**config.mk**
```make
export PLATFORM = sky130hd
export DESIGN_NAME = escal_wdog
export DESIGN_NICKNAME = d
export VERILOG_FILES = /design/src/rtl/escal_wdog_pkg.sv /design/src/rtl/escal_wdog_regs.sv /design/src/rtl/escal_wdog_seq.sv /design/src/rtl/escal_wdog_pulse.sv /design/src/rtl/escal_wdog.sv
export SDC_FILE = /design/constraint.sdc
export NUM_CORES = 1
export LEC_CHECK = 0
export BUFFER_PORTS_ARGS = -buffer_cell sky130_fd_sc_hd__buf_2
export CORE_MARGIN = 4
export CORE_UTILIZATION = 40
export CTS_CLUSTER_DIAMETER = 120
export DETAILED_ROUTE_END_ITERATION = 16
export PLACE_DENSITY_LB_ADDON = 0.15
export RECOVER_POWER = 50
export SLEW_MARGIN = 15
export SYNTH_ARGS = -nofsm -noshare
export SYNTH_HDL_FRONTEND = slang
export SYNTH_SLANG_ARGS = --single-unit
```
**constraint.sdc**
```tcl
create_clock -name clk -period 4.15 [get_ports clk]
set_input_delay 0.83 -clock clk [delete_from_list [all_inputs] [get_ports clk]]
set_output_delay 0.83 -clock clk [all_outputs]
set_load 0.01 [all_outputs]
```
**src/rtl/escal_wdog_pkg.sv**
```systemverilog
// Shared constants for the four-stage watchdog: register addresses,
// action codes and the pulse-width code table.
// Assumes a 4-bit word address on the bus.
package escal_wdog_pkg;

    localparam int NSTG  = 4;   // number of cascaded stages
    localparam int NRST  = 2;   // reset outputs: 0 system, 1 CPU
    localparam int ACT_W = 3;

    localparam logic [3:0] ADR_CTRL  = 4'd0;
    localparam logic [3:0] ADR_LOCK  = 4'd1;
    localparam logic [3:0] ADR_FEED  = 4'd2;
    localparam logic [3:0] ADR_IRQC  = 4'd3;
    localparam logic [3:0] ADR_PULSE = 4'd4;
    localparam logic [3:0] ADR_ACTW  = 4'd5;
    localparam logic [3:0] ADR_TIMEW = 4'd6;
    localparam logic [3:0] ADR_STAT  = 4'd7;

    typedef enum logic [ACT_W-1:0] {
        ACT_NONE = 3'd0,
        ACT_IRQ  = 3'd1,
        ACT_CPU  = 3'd2,
        ACT_SYS  = 3'd3,
        ACT_AON  = 3'd4
    } act_t;

    // Tick count for a 3-bit width code: 1..5, then 8, 16, 32.
    function automatic int pulse_ticks(input logic [2:0] code);
        if (code < 3'd5) return int'(code) + 1;
        return 1 << (int'(code) - 2);
    endfunction

endpackage

```
**src/rtl/escal_wdog_regs.sv**
```systemverilog
// Register file and write lock for the watchdog.
// Decodes bus writes into configuration, feed and interrupt-clear strobes.
// Read data is combinational. Assumes TIME_W <= 28.
module escal_wdog_regs
    import escal_wdog_pkg::*;
#(
    parameter int          TIME_W     = 24,
    parameter logic [31:0] UNLOCK_KEY = 32'hC0DE_5A17
) (
    input  logic                              clk,
    input  logic                              rst_n,
    input  logic                              wr,
    input  logic                              rd,
    input  logic [3:0]                        addr,
    input  logic [31:0]                       wdata,
    input  logic [1:0]                        stage,
    input  logic                              done,
    input  logic                              irq,
    output logic [31:0]                       rdata,
    output logic                              en,
    output logic                              locked,
    output logic                              feed,
    output logic                              irq_clr,
    output logic [NSTG-1:0][TIME_W-1:0]       limits,
    output logic [NSTG-1:0][ACT_W-1:0]        acts,
    output logic [NRST-1:0][2:0]              codes
);

    logic cfg_wr;
    assign cfg_wr = wr && !locked;

    // Strobes that are never blocked by the lock.
    assign feed    = wr && (addr == ADR_FEED);
    assign irq_clr = wr && (addr == ADR_IRQC) && wdata[0];

    // Lock state: the key clears it, any other value sets it.
    always_ff @(posedge clk) begin
        if (!rst_n)                          locked <= 1'b0;
        else if (wr && addr == ADR_LOCK)     locked <= (wdata != UNLOCK_KEY);
    end

    // Configuration registers, written only while unlocked.
    always_ff @(posedge clk) begin
        if (!rst_n) begin
            en     <= 1'b0;
            limits <= '0;
            acts   <= '0;
            codes  <= '0;
        end else if (cfg_wr) begin
            case (addr)
                ADR_CTRL:  en <= wdata[0];
                ADR_PULSE: begin
                    codes[0] <= wdata[2:0];
                    codes[1] <= wdata[6:4];
                end
                ADR_ACTW:
                    if (wdata[18:16] < 3'(NSTG) && wdata[2:0] <= ACT_AON)
                        acts[wdata[17:16]] <= wdata[2:0];
                ADR_TIMEW:
                    if (wdata[30:28] < 3'(NSTG))
                        limits[wdata[29:28]] <= wdata[TIME_W-1:0];
                default: ;
            endcase
        end
    end

    // Read mux; addresses 8..15 map to per-stage limits and actions.
    always_comb begin
        rdata = '0;
        if (rd) begin
            if (addr[3]) begin
                if (addr[2]) rdata = 32'(acts[addr[1:0]]);
                else         rdata = 32'(limits[addr[1:0]]);
            end else begin
                case (addr)
                    ADR_CTRL:  rdata = {31'd0, en};
                    ADR_LOCK:  rdata = {31'd0, locked};
                    ADR_IRQC:  rdata = {31'd0, irq};
                    ADR_PULSE: rdata = {25'd0, codes[1], 1'b0, codes[0]};
                    ADR_STAT:  rdata = {29'd0, done, stage};
                    default:   rdata = '0;
                endcase
            end
        end
    end

endmodule

```
**src/rtl/escal_wdog_seq.sv**
```systemverilog
// Stage sequencer: one shared counter compared against the limit of the
// current stage. Raises fire for one cycle when a stage expires, then
// advances. After the last stage it idles until feed or disable.
module escal_wdog_seq
    import escal_wdog_pkg::*;
#(
    parameter int TIME_W = 24
) (
    input  logic                         clk,
    input  logic                         rst_n,
    input  logic                         en,
    input  logic                         feed,
    input  logic [NSTG-1:0][TIME_W-1:0]  limits,
    input  logic [NSTG-1:0][ACT_W-1:0]   acts,
    output logic                         fire,
    output logic [ACT_W-1:0]             fire_act,
    output logic [1:0]                   stage,
    output logic                         done
);

    logic [TIME_W-1:0] cnt_q;

    // Expiry detect; a feed in the same cycle takes priority.
    always_comb begin
        fire     = en && !done && !feed && (cnt_q == limits[stage]);
        fire_act = acts[stage];
    end

    // Counter and stage advance.
    always_ff @(posedge clk) begin
        if (!rst_n || !en || feed) begin
            cnt_q <= '0;
            stage <= '0;
            done  <= 1'b0;
        end else if (fire) begin
            cnt_q <= '0;
            if (stage == 2'(NSTG - 1)) done  <= 1'b1;
            else                       stage <= stage + 1'b1;
        end else if (!done) begin
            cnt_q <= cnt_q + 1'b1;
        end
    end

endmodule

```
**src/rtl/escal_wdog_pulse.sv**
```systemverilog
// Reset pulse stretcher. A start while idle raises active for
// pulse_ticks(code) * TICK_DIV cycles; starts while active are ignored.
module escal_wdog_pulse
    import escal_wdog_pkg::*;
#(
    parameter int TICK_DIV = 10
) (
    input  logic       clk,
    input  logic       rst_n,
    input  logic       start,
    input  logic [2:0] code,
    output logic       active
);

    localparam int MAXW  = 32 * TICK_DIV;
    localparam int CNT_W = $clog2(MAXW + 1);

    logic [CNT_W-1:0] left_q;
    logic [CNT_W-1:0] width;

    // Selected width in clock cycles.
    assign width = CNT_W'(pulse_ticks(code) * TICK_DIV);

    // Load on an accepted start, then count down to zero.
    always_ff @(posedge clk) begin
        if (!rst_n) begin
            active <= 1'b0;
            left_q <= '0;
        end else if (start && !active) begin
            active <= 1'b1;
            left_q <= width - 1'b1;
        end else if (active) begin
            if (left_q == '0) active <= 1'b0;
            else              left_q <= left_q - 1'b1;
        end
    end

endmodule

```
**src/rtl/escal_wdog.sv**
```systemverilog
// Four-stage escalating watchdog top. Joins the register file, the
// sequencer and one pulse stretcher per reset output. Actions are
// decoded here, and the interrupt is held until cleared.
module escal_wdog
    import escal_wdog_pkg::*;
#(
    parameter int          TIME_W     = 24,
    parameter int          TICK_DIV   = 10,
    parameter logic [31:0] UNLOCK_KEY = 32'hC0DE_5A17
) (
    input  logic        clk,
    input  logic        rst_n,
    input  logic        bus_wr,
    input  logic        bus_rd,
    input  logic [3:0]  bus_addr,
    input  logic [31:0] bus_wdata,
    output logic [31:0] bus_rdata,
    output logic        irq_o,
    output logic        cpu_rst_o,
    output logic        sys_rst_o,
    output logic        aon_rst_o
);

    logic                        en_q, locked_q, feed, irq_clr;
    logic [NSTG-1:0][TIME_W-1:0] limits;
    logic [NSTG-1:0][ACT_W-1:0]  acts;
    logic [NRST-1:0][2:0]        codes;
    logic                        fire, done_q;
    logic [ACT_W-1:0]            fire_act;
    logic [1:0]                  stage;
    logic [NRST-1:0]             rst_start, rst_act;
    logic                        irq_q, aon_q;

    escal_wdog_regs #(.TIME_W(TIME_W), .UNLOCK_KEY(UNLOCK_KEY)) u_regs (
        .clk(clk), .rst_n(rst_n), .wr(bus_wr), .rd(bus_rd), .addr(bus_addr),
        .wdata(bus_wdata), .stage(stage), .done(done_q), .irq(irq_q),
        .rdata(bus_rdata), .en(en_q), .locked(locked_q), .feed(feed),
        .irq_clr(irq_clr), .limits(limits), .acts(acts), .codes(codes)
    );

    escal_wdog_seq #(.TIME_W(TIME_W)) u_seq (
        .clk(clk), .rst_n(rst_n), .en(en_q), .feed(feed), .limits(limits),
        .acts(acts), .fire(fire), .fire_act(fire_act), .stage(stage),
        .done(done_q)
    );

    // Action decode into per-output start strobes (0 system, 1 CPU).
    always_comb begin
        rst_start[0] = fire && (fire_act == ACT_SYS || fire_act == ACT_AON);
        rst_start[1] = fire && (fire_act == ACT_CPU);
    end

    for (genvar g = 0; g < NRST; g++) begin : g_rst
        escal_wdog_pulse #(.TICK_DIV(TICK_DIV)) u_pulse (
            .clk(clk), .rst_n(rst_n), .start(rst_start[g]),
            .code(codes[g]), .active(rst_act[g])
        );
    end

    // Sticky interrupt; a new expiry wins over a clear in the same cycle.
    always_ff @(posedge clk) begin
        if (!rst_n) irq_q <= 1'b0;
        else        irq_q <= (irq_q && !irq_clr) || (fire && fire_act == ACT_IRQ);
    end

    // Marks a system pulse that was started by the always-on action.
    always_ff @(posedge clk) begin
        if (!rst_n)                         aon_q <= 1'b0;
        else if (rst_start[0] && !rst_act[0]) aon_q <= (fire_act == ACT_AON);
        else if (!rst_act[0])               aon_q <= 1'b0;
    end

    assign irq_o     = irq_q;
    assign sys_rst_o = rst_act[0];
    assign cpu_rst_o = rst_act[1];
    assign aon_rst_o = rst_act[0] && aon_q;

endmodule

```
==> impl_metrics.prom, run 1 <==
# TYPE chip_impl_metric gauge
chip_impl_metric{name="setup_ws",unit="ns"} 0.166
chip_impl_metric{name="number_of_drc_markers_after_the_initial_detailed_route_iteration",unit=""} 501
chip_impl_info{name="critPathTopFamily",value="adder cells"} 1
chip_impl_metric{name="nNetsFinal",unit=""} 1247
chip_impl_info{name="post_synth_main_area_contributors",value="sky130_fd_sc_hd__dfxtp_1, sky130_fd_sc_hd__mux4_2, sky130_fd_sc_hd__nand2_1"} 1
chip_impl_metric{name="number_of_enable_flip_flop_cells_after_synthesis",unit=""} 0
chip_impl_metric{name="area_delta_synth_final",unit="%"} 11.9
chip_impl_info{name="min-delay-path-class",value="flop to flop"} 1
chip_impl_metric{name="worst_pin_slew",unit="ns"} 1.89
chip_impl_metric{name="cp_num_buf_inv",unit=""} 2
chip_impl_metric{name="rows",unit=""} 56
chip_impl_metric{name="fp.coreArea",unit="um^2"} 23800
chip_impl_metric{name="power.static_leakage",unit="nW"} 4.10
chip_impl_info{name="worst_r2r_endpoint",value="g_rst[1].u_pulse.left_q[8]"} 1
chip_impl_metric{name="power_switching_share",unit="%"} 27.3
chip_impl_metric{name="grt_antenna_before_repair",unit=""} 0
chip_impl_info{name="synthFlopType",value="sky130_fd_sc_hd__dfxtp_1"} 1
chip_impl_info{name="cp-start-kind",value="flop"} 1
chip_impl_metric{name="final-setup-viol-count",unit=""} 0
chip_impl_info{name="cp_capture_type",value="flop"} 1
chip_impl_metric{name="dieWidth",unit="um"} 164
chip_impl_metric{name="pre_cts_slack",unit="ns"} 0.253
chip_impl_metric{name="max_stage_delay",unit="ns"} 0.61
chip_impl_metric{name="setup.reg_to_reg.worst_slack",unit="ns"} 0.17
chip_impl_metric{name="reg2regPathDepth",unit=""} 13
chip_impl_metric{name="yosys.area.top_type_share",unit="%"} 33.9
chip_impl_metric{name="number_of_buffers_inserted_by_port_buffering",unit=""} 67
chip_impl_metric{name="grt_max_degree",unit=""} 57
chip_impl_metric{name="final_min_period_over_clock_period",unit="%"} 96.0
chip_impl_metric{name="maxClockFrequency",unit="GHz"} 0.251
chip_impl_metric{name="post-route-drc-count",unit=""} 0
chip_impl_metric{name="syn_avg_cell_area",unit="um^2"} 8.59
chip_impl_metric{name="multiInputGateArea",unit="um^2"} 6010
chip_impl_info{name="leading_area_contributor_after_synthesis",value="sky130_fd_sc_hd__dfxtp_1"} 1
chip_impl_metric{name="routed_wire_length_per_instance",unit="um"} 18.6
chip_impl_metric{name="synthesis.instances",unit=""} 1135
chip_impl_metric{name="detail_route.wirelength",unit="mm"} 28.0
chip_impl_metric{name="synth_async_sr_flop_share",unit="%"} 0
chip_impl_metric{name="drv_cap",unit=""} 2
chip_impl_metric{name="grt-ovfl-total",unit=""} 0
chip_impl_metric{name="post_cts_hold_buffer_count",unit=""} 0
chip_impl_info{name="outcome",value="finished with violations"} 1
chip_impl_metric{name="clock_pin_slew_worst_setup_and_hold_paths",unit="ns"} 0.08
chip_impl_metric{name="yosysWarnings",unit=""} 0
chip_impl_metric{name="internal_power",unit="W"} 0.00245
chip_impl_metric{name="numCtsBuffers",unit=""} 17
chip_impl_metric{name="grt_first_pass_wirelength",unit="mm"} 44.0
chip_impl_info{name="worstPathCellList",value="inv_1, ha_1, a21oi_1, mux2_2, inv_1, ha_1, ha_1, fa_1, or4_1, nor3_1, xnor2_1, mux2_2, nor2_1"} 1
chip_impl_metric{name="antenna_cells_inserted",unit=""} 0
chip_impl_metric{name="clock-sinks",unit=""} 165
chip_impl_metric{name="power.total",unit="W"} 0.00337
chip_impl_metric{name="power_per_cell_area",unit="nW/um^2"} 309
chip_impl_metric{name="combinationalPowerShare",unit="%"} 4.8
chip_impl_metric{name="share_of_layout_cells_above_drive_strength_1",unit="%"} 15.1
chip_impl_info{name="synth_top_cells_by_count",value="sky130_fd_sc_hd__nand2_1, sky130_fd_sc_hd__dfxtp_1, sky130_fd_sc_hd__a21oi_1"} 1
chip_impl_metric{name="antenna_left",unit=""} 0
chip_impl_metric{name="critical_path.max_fanout",unit=""} 9
chip_impl_metric{name="global_route.usage.total",unit="%"} 21.1
chip_impl_info{name="critical_path.reg2reg.startpoint",value="u_regs.codes[4]"} 1
chip_impl_metric{name="finalClockSkew",unit="ns"} 0.0211
chip_impl_metric{name="design.portCount",unit=""} 76
chip_impl_metric{name="place_congestion",unit=""} 0.860
chip_impl_metric{name="number_of_instances_on_the_worst_hold_path",unit=""} 2
chip_impl_metric{name="fin_setup_tns",unit="ns"} 0
chip_impl_info{name="post-synth-top-count-cell",value="sky130_fd_sc_hd__nand2_1"} 1
chip_impl_metric{name="detailedRoute.firstPassIterationCount",unit=""} 6
chip_impl_metric{name="power.sequential.fraction",unit="%"} 47.2
chip_impl_metric{name="cp.required",unit="ns"} 4.52
chip_impl_info{name="violations",value="max-capacitance violations, max-slew violations"} 1
chip_impl_metric{name="relSlewSlack",unit="%"} -26.1
chip_impl_info{name="cp_common_cell",value="sky130_fd_sc_hd__ha_1"} 1
chip_impl_metric{name="peakVddDrop",unit="uV"} 179
chip_impl_metric{name="die_y",unit="um"} 164
chip_impl_metric{name="post_synthesis_instance_area",unit="um^2"} 9750
chip_impl_metric{name="timing.final.hold_violations",unit=""} 0
chip_impl_metric{name="start_util",unit="%"} 41.1
chip_impl_metric{name="clock_power_share",unit="%"} 48.1
chip_impl_metric{name="final-max-slew-violation-count",unit=""} 50
chip_impl_metric{name="synth-seq-area-share",unit="%"} 33.9
chip_impl_info{name="rsz0062_at_grt",value="no"} 1
chip_impl_metric{name="detailroute.via_count",unit=""} 8083
chip_impl_metric{name="post_synth_num_cell_types",unit=""} 61
chip_impl_metric{name="first_global_vias",unit=""} 7716
chip_impl_metric{name="number_of_fillers_in_the_final_layout",unit=""} 2369
chip_impl_info{name="timing_worst_setup_path_type",value="flop to flop"} 1
chip_impl_metric{name="dp_hpwl",unit="mm"} 19.5
chip_impl_metric{name="flops_latches_synth",unit=""} 165
chip_impl_metric{name="cts.repair.resized",unit=""} 0
chip_impl_metric{name="drt-vias-per-instance",unit=""} 5.38
chip_impl_metric{name="htreeDepth",unit=""} 4
chip_impl_info{name="clock_tree_root",value="sky130_fd_sc_hd__clkbuf_16"} 1
chip_impl_metric{name="post-cts-setup-buffer-count",unit=""} 0
chip_impl_metric{name="worstPathArrival",unit="ns"} 4.36
chip_impl_metric{name="clock_latency",unit="ns"} 0.45
chip_impl_info{name="timing.hold.worst.start",value="u_regs.limits[80]"} 1
chip_impl_info{name="worstHoldEndpoint",value="u_regs.limits[80]"} 1
chip_impl_metric{name="seq_area",unit="um^2"} 3300
chip_impl_info{name="timing.critical_path.slowest_stage_cell",value="sky130_fd_sc_hd__or4_1"} 1
chip_impl_info{name="cts_tree",value="yes"} 1
chip_impl_metric{name="switching_power",unit="W"} 0.000919
chip_impl_metric{name="number_of_buffers_on_the_longest_clock_path",unit=""} 2
chip_impl_metric{name="total_die_area",unit="um^2"} 26900
chip_impl_metric{name="final.min_clock_period",unit="ns"} 3.98
-- cell families after synthesis --
group	after synthesis	share of synthesized area, %
compound gates	173	10.3
xor+xnor	90	8.08
fa+ha+maj	37	4.90
buf+inv	102	4.73
flops	165	33.9
mux	97	15.5
other cells	1	0.0385
simple gates	470	22.5
-- registers in the layout, summed over array words and instances, names as in the netlist --
| name | count |
|---|---|
| u_regs.limits | 96 |
| u_seq.cnt_q | 24 |
| g_rst.u_pulse.left_q | 18 |
| u_regs.acts | 12 |
| u_regs.codes | 6 |
| g_rst.u_pulse.active | 2 |
| u_seq.stage | 2 |
| aon_q | 1 |
| irq_o | 1 |
| u_regs.en | 1 |
| u_regs.locked | 1 |
| u_seq.done | 1 |
-- power groups by stage --
stage                     combinational (W)  sequential, W  clock (W)
after floorplan                   0.0000957        0.00162          0
after detailed placement           0.000161        0.00163          0
final                              0.000161        0.00159    0.00162
after CTS                          0.000162        0.00159    0.00165
after global placement             0.000160        0.00163          0
after global routing               0.000173        0.00159    0.00171
-- worst register-to-register path, cell delays in order, from the launching register on --
cell and delay, ns:
sky130_fd_sc_hd__dfxtp_1 0.51, sky130_fd_sc_hd__inv_1 0.14, sky130_fd_sc_hd__ha_1 0.23, sky130_fd_sc_hd__a21oi_1 0.37, sky130_fd_sc_hd__mux2_2 0.42, sky130_fd_sc_hd__inv_1 0.06, sky130_fd_sc_hd__ha_1 0.22, sky130_fd_sc_hd__ha_1 0.23
sky130_fd_sc_hd__fa_1 0.50, sky130_fd_sc_hd__or4_1 0.61, sky130_fd_sc_hd__nor3_1 0.21, sky130_fd_sc_hd__xnor2_1 0.08, sky130_fd_sc_hd__mux2_2 0.26, sky130_fd_sc_hd__nor2_1 0.07
-- final cells by class --
class / count / area share [%]
clock buffers: 17 / 3.90
inverters: 20 / 0.711
flip-flops and latches: 165 / 30.3
well taps: 319 / 3.66
repair buffers: 91 / 4.62
clock inverters: 15 / 1.70
multi-input cells: 875 / 55.1
-- cell usage in the layout, fill, tap and decap left out, drive strengths merged, types with 11 or more instances in the layout --
master  synthesis  routed
nand2         241     241
dfxtp         165     165
a21oi         116     116
buf            27      82
nor2           79      79
xnor2          59      59
mux2i          49      49
mux4           43      43
ha             35      35
xor2           31      31
clkbuf         55      26
and3           25      25
inv            20      25
nor3           19      19
o21ai          19      19
nand3          16      16
nor4           14      14
nor2b          13      13
nand4          11      11
-- per-layer routing --
metal	track usage (%)	vias up	wire length [um]
li1	-	3992	-
met1	30.0	3888	13400
met2	34.2	183	13100
met3	2.76	20	1200
met4	4.99	0	299
met5	0	-	0
-- metrics by stage --
stage / instance area [um^2] / util (%) / hold WS (ns) / cells
after floorplan: 9780 / - / 0.438 / 1142
after global placement: 10300 / 43.5 / 0.447 / 1470
after detailed placement: 10300 / 43.5 / 0.457 / 1470
after CTS: 10900 / 46.0 / 0.466 / 1502
after global routing: 10900 / 45.9 / 0.487 / 1502
final: 10900 / 45.9 / 0.467 / 1502
-- worst max path at each step --
stage | to | start | depth (start not counted) | slack (ns)
5_1_grt | g_rst[1].u_pulse.left_q[8] | u_regs.codes[4] | 13 | 0.03
4_1_cts | g_rst[1].u_pulse.left_q[8] | u_regs.codes[4] | 13 | 0.20
2_1_floorplan | bus_rdata[16] | bus_addr[0] | 6 | 0.46
3_5_place_dp | g_rst[1].u_pulse.left_q[8] | u_regs.codes[4] | 13 | 0.25
3_3_place_gp | g_rst[1].u_pulse.left_q[8] | u_regs.codes[4] | 13 | 0.37
6_report | g_rst[1].u_pulse.left_q[8] | u_regs.codes[4] | 13 | 0.17
No activity file was read; power rests on OpenSTA's default activity.
==> run 2, diff against run 1 <==
--- a/config.mk
+++ b/config.mk
@@ -8,6 +8,7 @@
 export BUFFER_PORTS_ARGS = -buffer_cell sky130_fd_sc_hd__buf_2
 export CORE_MARGIN = 4
 export CORE_UTILIZATION = 40
+export CTS_BUF_LIST = sky130_fd_sc_hd__clkbuf_4
 export CTS_CLUSTER_DIAMETER = 120
 export DETAILED_ROUTE_END_ITERATION = 16
 export PLACE_DENSITY_LB_ADDON = 0.15
==> run 2 against run 1 <==
Compared with the run above: non-clock buffer count is the same; clock power shrank 38%; global-route usage shrank 0.096 points; fmax grew 1.1%; cell area shrank 2.7%; critical endpoint unchanged; flip-flop and latch count is the same; the flow still finishes with violations (max-capacitance violations, max-slew violations); highest routed layer unchanged; worst hold slack lost 0.0057 ns.
==> impl_metrics.prom, run 2 (synthesis results as in run 1) <==
# TYPE chip_impl_metric gauge
chip_impl_metric{name="reg2regPathDepth",unit=""} 13
chip_impl_metric{name="post-cts-setup-buffer-count",unit=""} 0
chip_impl_metric{name="cp.required",unit="ns"} 4.70
chip_impl_metric{name="largest_reg_flops",unit=""} 96
chip_impl_metric{name="detail_route.wirelength",unit="mm"} 27.8
chip_impl_info{name="outcome",value="finished with violations"} 1
chip_impl_metric{name="final-max-slew-violation-count",unit=""} 99
chip_impl_metric{name="final.min_clock_period",unit="ns"} 3.94
chip_impl_metric{name="global_route.usage.total",unit="%"} 21.0
chip_impl_info{name="cp_capture_type",value="flop"} 1
chip_impl_metric{name="clock-sinks",unit=""} 165
chip_impl_metric{name="relSlewSlack",unit="%"} -23.8
chip_impl_metric{name="start_util",unit="%"} 41.1
chip_impl_info{name="cts_tree",value="yes"} 1
chip_impl_metric{name="number_of_buffers_on_the_longest_clock_path",unit=""} 2
chip_impl_metric{name="die_y",unit="um"} 164
chip_impl_metric{name="number_of_drc_markers_after_the_initial_detailed_route_iteration",unit=""} 527
chip_impl_metric{name="total_die_area",unit="um^2"} 26900
chip_impl_metric{name="number_of_buffers_inserted_by_port_buffering",unit=""} 67
chip_impl_metric{name="dp_hpwl",unit="mm"} 19.5
chip_impl_metric{name="finalClockSkew",unit="ns"} 0.0426
chip_impl_metric{name="final_min_period_over_clock_period",unit="%"} 94.9
chip_impl_metric{name="grt_antenna_before_repair",unit=""} 1
chip_impl_metric{name="worstPathArrival",unit="ns"} 4.49
chip_impl_metric{name="final-setup-viol-count",unit=""} 0
chip_impl_metric{name="number_of_fillers_in_the_final_layout",unit=""} 2413
chip_impl_metric{name="clock_pin_slew_worst_setup_and_hold_paths",unit="ns"} 0.19
chip_impl_metric{name="htreeDepth",unit=""} 4
chip_impl_metric{name="fin_setup_tns",unit="ns"} 0
chip_impl_metric{name="grt-ovfl-total",unit=""} 0
chip_impl_metric{name="timing.final.hold_violations",unit=""} 0
chip_impl_metric{name="area_delta_synth_final",unit="%"} 8.88
chip_impl_metric{name="cts.repair.resized",unit=""} 0
chip_impl_metric{name="drv_cap",unit=""} 4
chip_impl_metric{name="peakVddDrop",unit="uV"} 169
chip_impl_metric{name="post_cts_hold_buffer_count",unit=""} 0
chip_impl_metric{name="clock_latency",unit="ns"} 0.62
chip_impl_info{name="min-delay-path-class",value="primary input to flop"} 1
chip_impl_info{name="layout_commonest_cell",value="sky130_fd_sc_hd__nand2_1"} 1
chip_impl_info{name="max_flop_register",value="u_regs.limits"} 1
chip_impl_metric{name="routed_wire_length_per_instance",unit="um"} 18.5
chip_impl_metric{name="power_per_cell_area",unit="nW/um^2"} 261
chip_impl_metric{name="dieWidth",unit="um"} 164
chip_impl_metric{name="nNetsFinal",unit=""} 1247
chip_impl_metric{name="power.static_leakage",unit="nW"} 3.98
chip_impl_info{name="cp-start-kind",value="flop"} 1
chip_impl_metric{name="rows",unit=""} 56
chip_impl_metric{name="maxClockFrequency",unit="GHz"} 0.254
chip_impl_metric{name="share_of_layout_cells_above_drive_strength_1",unit="%"} 15.2
chip_impl_metric{name="critical_path.max_fanout",unit=""} 9
chip_impl_metric{name="grt_first_pass_wirelength",unit="mm"} 43.9
chip_impl_metric{name="drt-vias-per-instance",unit=""} 5.41
chip_impl_metric{name="numCtsBuffers",unit=""} 17
chip_impl_metric{name="detailedRoute.firstPassIterationCount",unit=""} 6
chip_impl_metric{name="design.portCount",unit=""} 76
chip_impl_metric{name="worst_pin_slew",unit="ns"} 1.86
chip_impl_metric{name="fin_worst_hold_slack",unit="ns"} 0.461
chip_impl_metric{name="number_of_instances_on_the_worst_hold_path",unit=""} 3
chip_impl_info{name="timing_worst_setup_path_type",value="flop to flop"} 1
chip_impl_metric{name="first_global_vias",unit=""} 7714
chip_impl_metric{name="fp.coreArea",unit="um^2"} 23800
chip_impl_info{name="layout_common_cells",value="sky130_fd_sc_hd__nand2_1, sky130_fd_sc_hd__dfxtp_1, sky130_fd_sc_hd__a21oi_1, sky130_fd_sc_hd__nor2_1, sky130_fd_sc_hd__buf_2"} 1
chip_impl_metric{name="antenna_left",unit=""} 0
chip_impl_info{name="rsz0062_at_grt",value="no"} 1
chip_impl_metric{name="detailroute.via_count",unit=""} 8124
chip_impl_metric{name="place_congestion",unit=""} 0.860
chip_impl_info{name="clock_tree_root",value="sky130_fd_sc_hd__clkbuf_4"} 1
chip_impl_info{name="violations",value="max-capacitance violations, max-slew violations"} 1
chip_impl_metric{name="post-route-drc-count",unit=""} 0
chip_impl_info{name="largestRegisters",value="u_regs.limits: 96 flops, u_seq.cnt_q: 24 flops, g_rst.u_pulse.left_q: 18 flops"} 1
chip_impl_metric{name="grt_max_degree",unit=""} 57
-- run 2: metal layers --
layer  track usage [%]  part of all wire [%]  up-vias
li1                  -                     -     4001
met1              30.0                    48     3893
met2              34.1                    47      210
met3              2.99                   4.6       20
met4              4.16                  0.92        0
met5                 0                     0        -
-- run 2: stage by stage --
step | power [W] | worst slack, ns | std cells | cell area (um^2) | utilization, %
finish | 0.00277 | 0.210 | 1503 | 10600 | 44.7
global route | 0.00287 | 0.0541 | 1503 | 10600 | 44.7
CTS | 0.00279 | 0.239 | 1502 | 10600 | 44.8
detailed placement | 0.00179 | 0.253 | 1470 | 10300 | 43.5
global placement | 0.00179 | 0.371 | 1470 | 10300 | 43.5
floorplan | 0.00172 | 0.462 | 1142 | 9780 | -
-- run 2: critical path: stages (launching register included) --
cell	delay (ns)
sky130_fd_sc_hd__dfxtp_1	0.53
sky130_fd_sc_hd__inv_1	0.14
sky130_fd_sc_hd__ha_1	0.23
sky130_fd_sc_hd__a21oi_1	0.37
sky130_fd_sc_hd__mux2_2	0.42
sky130_fd_sc_hd__inv_1	0.06
sky130_fd_sc_hd__ha_1	0.22
sky130_fd_sc_hd__ha_1	0.23
sky130_fd_sc_hd__fa_1	0.49
sky130_fd_sc_hd__or4_1	0.59
sky130_fd_sc_hd__nor3_1	0.21
sky130_fd_sc_hd__xnor2_1	0.08
sky130_fd_sc_hd__mux2_2	0.26
sky130_fd_sc_hd__nor2_1	0.07
-- run 2: cell type report --
type / count / area (um^2) / share of cell area [%]
inverter: 20 / 77.6 / 0.731
multi-input combinational: 875 / 6010 / 56.7
timing repair buffer: 91 / 505 / 4.76
clock inverter: 15 / 185 / 1.74
sequential: 165 / 3300 / 31.1
clock buffer: 17 / 128 / 1.20
tap: 319 / 399 / 3.76
antenna: 1 / 2.50 / 0.0236
-- run 2: worst paths after layout --
path	endpoint	slack, ns	from
worst max-delay path	g_rst[1].u_pulse.left_q[8]	0.21	u_regs.codes[4]
worst min-delay path	u_regs.limits[60]	0.46	bus_wdata[12]
worst max register to register	g_rst[1].u_pulse.left_q[8]	0.21	u_regs.codes[4]
worst min register to register	u_regs.limits[27]	0.48	u_regs.limits[27]
-- run 2: power breakdown --
part / total (W) / switching [W] / internal, W
logic: 0.000161 / 0.000111 / 0.0000493
registers: 0.00159 / 0.00000389 / 0.00159
clock network: 0.00101 / 0.000727 / 0.000286
==> run 3, diff against run 2 <==
--- a/config.mk
+++ b/config.mk
@@ -6,7 +6,7 @@
 export NUM_CORES = 1
 export LEC_CHECK = 0
 export BUFFER_PORTS_ARGS = -buffer_cell sky130_fd_sc_hd__buf_2
-export CORE_MARGIN = 4
+export CORE_MARGIN = 2
 export CORE_UTILIZATION = 40
 export CTS_BUF_LIST = sky130_fd_sc_hd__clkbuf_4
 export CTS_CLUSTER_DIAMETER = 120
==> run 3 against run 2 <==
Compared with the run above: the run still ends with max-capacitance violations, max-slew violations left; flip-flop and latch count is the same; non-clock buffer count shrank 4; combinational power is essentially flat; sequential power is essentially flat; largest power group unchanged; critical endpoint unchanged; clock skew grew 0.0055 ns; fmax is essentially flat; critical path depth is the same.
==> impl_metrics.prom, run 3 (synthesis results as in run 1) <==
# TYPE chip_impl_metric gauge
chip_impl_metric{name="detailedRoute.firstPassIterationCount",unit=""} 5
chip_impl_metric{name="number_of_buffers_on_the_longest_clock_path",unit=""} 2
chip_impl_info{name="cp_capture_type",value="flop"} 1
chip_impl_metric{name="antenna_left",unit=""} 0
chip_impl_metric{name="setup.reg_to_reg.worst_slack",unit="ns"} 0.21
chip_impl_metric{name="relSlewSlack",unit="%"} -33.6
chip_impl_info{name="clock_tree_root",value="sky130_fd_sc_hd__clkbuf_4"} 1
chip_impl_metric{name="timing.final.hold_violations",unit=""} 0
chip_impl_metric{name="final_min_period_over_clock_period",unit="%"} 95.0
chip_impl_info{name="violations",value="max-capacitance violations, max-slew violations"} 1
chip_impl_metric{name="detail_route.wirelength",unit="mm"} 27.6
chip_impl_metric{name="clock-sinks",unit=""} 165
chip_impl_metric{name="post_cts_hold_buffer_count",unit=""} 0
chip_impl_info{name="layout_commonest_cell",value="sky130_fd_sc_hd__nand2_1"} 1
chip_impl_info{name="largestRegisters",value="u_regs.limits: 96 flops, u_seq.cnt_q: 24 flops, g_rst.u_pulse.left_q: 18 flops"} 1
chip_impl_metric{name="post-cts-setup-buffer-count",unit=""} 0
chip_impl_metric{name="post_dp_cell_area",unit="um^2"} 10300
chip_impl_metric{name="pre_cts_slack",unit="ns"} 0.299
chip_impl_metric{name="wl_met2",unit="mm"} 12.4
chip_impl_metric{name="numCtsBuffers",unit=""} 17
chip_impl_metric{name="cts.repair.resized",unit=""} 0
chip_impl_metric{name="fp.coreArea",unit="um^2"} 24100
chip_impl_info{name="top_routing_layer_used",value="met4"} 1
chip_impl_metric{name="place_congestion",unit=""} 0.872
chip_impl_metric{name="worst_pin_slew",unit="ns"} 2.00
chip_impl_metric{name="largest_reg_flops",unit=""} 96
chip_impl_metric{name="die_y",unit="um"} 160
chip_impl_metric{name="grt-ovfl-total",unit=""} 0
chip_impl_metric{name="power_per_cell_area",unit="nW/um^2"} 260
chip_impl_metric{name="power.static_leakage",unit="nW"} 3.96
chip_impl_metric{name="area_delta_synth_final",unit="%"} 8.74
chip_impl_metric{name="final_area",unit="um^2"} 10600
chip_impl_metric{name="reg2regPathDepth",unit=""} 13
chip_impl_info{name="min-delay-path-class",value="flop to flop"} 1
chip_impl_metric{name="routed_wire_length_per_instance",unit="um"} 18.3
chip_impl_metric{name="number_of_instances_on_the_worst_hold_path",unit=""} 2
chip_impl_metric{name="final-setup-viol-count",unit=""} 0
chip_impl_info{name="cts_tree",value="yes"} 1
chip_impl_metric{name="power.total",unit="W"} 0.00276
chip_impl_metric{name="design.portCount",unit=""} 76
chip_impl_metric{name="global_route.usage.total",unit="%"} 21.9
chip_impl_metric{name="post-route-drc-count",unit=""} 0
chip_impl_info{name="max_flop_register",value="u_regs.limits"} 1
chip_impl_metric{name="fin_setup_tns",unit="ns"} 0
chip_impl_metric{name="finalClockSkew",unit="ns"} 0.0481
chip_impl_metric{name="grt_first_pass_wirelength",unit="mm"} 44.0
chip_impl_metric{name="drv_cap",unit=""} 2
chip_impl_metric{name="number_of_drc_markers_after_the_initial_detailed_route_iteration",unit=""} 517
chip_impl_metric{name="clock_latency",unit="ns"} 0.60
chip_impl_metric{name="start_util",unit="%"} 40.4
chip_impl_info{name="layout_common_cells",value="sky130_fd_sc_hd__nand2_1, sky130_fd_sc_hd__dfxtp_1, sky130_fd_sc_hd__a21oi_1, sky130_fd_sc_hd__nor2_1, sky130_fd_sc_hd__buf_2"} 1
chip_impl_metric{name="htreeDepth",unit=""} 4
chip_impl_metric{name="met3_wirelength",unit="mm"} 1.28
chip_impl_metric{name="share_of_layout_cells_above_drive_strength_1",unit="%"} 14.8
chip_impl_metric{name="rows",unit=""} 57
chip_impl_info{name="rsz0062_at_grt",value="no"} 1
chip_impl_metric{name="clock_pin_slew_worst_setup_and_hold_paths",unit="ns"} 0.17
chip_impl_metric{name="final.min_clock_period",unit="ns"} 3.94
chip_impl_metric{name="total_die_area",unit="um^2"} 25600
chip_impl_metric{name="critical_path.max_fanout",unit=""} 9
chip_impl_metric{name="setup_ws",unit="ns"} 0.208
chip_impl_metric{name="drt-vias-per-instance",unit=""} 5.40
chip_impl_metric{name="fin_worst_hold_slack",unit="ns"} 0.476
chip_impl_metric{name="cp.required",unit="ns"} 4.68
chip_impl_metric{name="peakVddDrop",unit="uV"} 130
chip_impl_metric{name="maxClockFrequency",unit="GHz"} 0.254
chip_impl_info{name="outcome",value="finished with violations"} 1
chip_impl_metric{name="number_of_buffers_inserted_by_port_buffering",unit=""} 67
chip_impl_metric{name="dp_hpwl",unit="mm"} 19.1
chip_impl_info{name="cp-start-kind",value="flop"} 1
chip_impl_info{name="timing_worst_setup_path_type",value="flop to flop"} 1
chip_impl_metric{name="nNetsFinal",unit=""} 1243
chip_impl_metric{name="grt_max_degree",unit=""} 102
chip_impl_metric{name="first_global_vias",unit=""} 7733
chip_impl_metric{name="dieWidth",unit="um"} 160
chip_impl_metric{name="grt_antenna_before_repair",unit=""} 1
chip_impl_metric{name="worstPathArrival",unit="ns"} 4.47
chip_impl_metric{name="detailroute.via_count",unit=""} 8119
chip_impl_metric{name="final-max-slew-violation-count",unit=""} 25
chip_impl_metric{name="drt-met1-wl",unit="mm"} 13.2
run 3: cell count changes in the layout (fill, tap and decap cells not counted):
cell	change
sky130_fd_sc_hd__inv_6	+4
sky130_fd_sc_hd__buf_2	-3
sky130_fd_sc_hd__buf_4	-3
sky130_fd_sc_hd__clkinv_4	-2
sky130_fd_sc_hd__and2_0	+1
sky130_fd_sc_hd__and2_1	-1
sky130_fd_sc_hd__buf_12	+1
sky130_fd_sc_hd__clkbuf_1	+1
sky130_fd_sc_hd__clkinv_8	-1
sky130_fd_sc_hd__clkinvlp_4	-1
run 3: final cells by class:
type                       instances  area [um^2]
inverter                          20         77.6
multi-input combinational        875         6010
timing repair buffer              87          492
clock inverter                    15          179
clock buffer                      17          128
sequential                       165         3300
fill                            2472        13500
antenna                            1         2.50
tap                              324          405
run 3: path summary, 6_finish.rpt:
check | startpoint | endpoint
setup / recovery | u_regs.codes[4] | g_rst[1].u_pulse.left_q[8]
hold / removal | u_regs.limits[76] | u_regs.limits[76]
setup reg to reg | u_regs.codes[4] | g_rst[1].u_pulse.left_q[8]
hold reg to reg | u_regs.limits[76] | u_regs.limits[76]
run 3: critical path: stages, from the launching register on:
cell                      delay (ns)
sky130_fd_sc_hd__dfxtp_1        0.53
sky130_fd_sc_hd__inv_1          0.13
sky130_fd_sc_hd__ha_1           0.22
sky130_fd_sc_hd__a21oi_1        0.37
sky130_fd_sc_hd__mux2_2         0.43
sky130_fd_sc_hd__inv_1          0.07
sky130_fd_sc_hd__ha_1           0.22
sky130_fd_sc_hd__ha_1           0.23
sky130_fd_sc_hd__fa_1           0.48
sky130_fd_sc_hd__or4_1          0.58
sky130_fd_sc_hd__nor3_1         0.19
sky130_fd_sc_hd__xnor2_1        0.09
sky130_fd_sc_hd__mux2_2         0.26
sky130_fd_sc_hd__nor2_1         0.08
run 3: routing by layer:
layer | vias to the layer above | global-route usage [%]
li1 | 3987 | -
met1 | 3866 | 31.3
met2 | 224 | 34.3
met3 | 42 | 3.12
met4 | 0 | 6.59
met5 | - | 0
run 3: power breakdown:
group	switching (W)	internal, W
clock network	0.000716	0.000288
registers	0.00000383	0.00159
logic	0.000112	0.0000495
run 3: per-stage QoR:
stage | utilization [%] | instances
floorplan | - | 1142
global placement | 42.8 | 1471
detailed placement | 42.8 | 1471
CTS | 44.1 | 1503
global route | 44.0 | 1504
finish | 44.0 | 1504
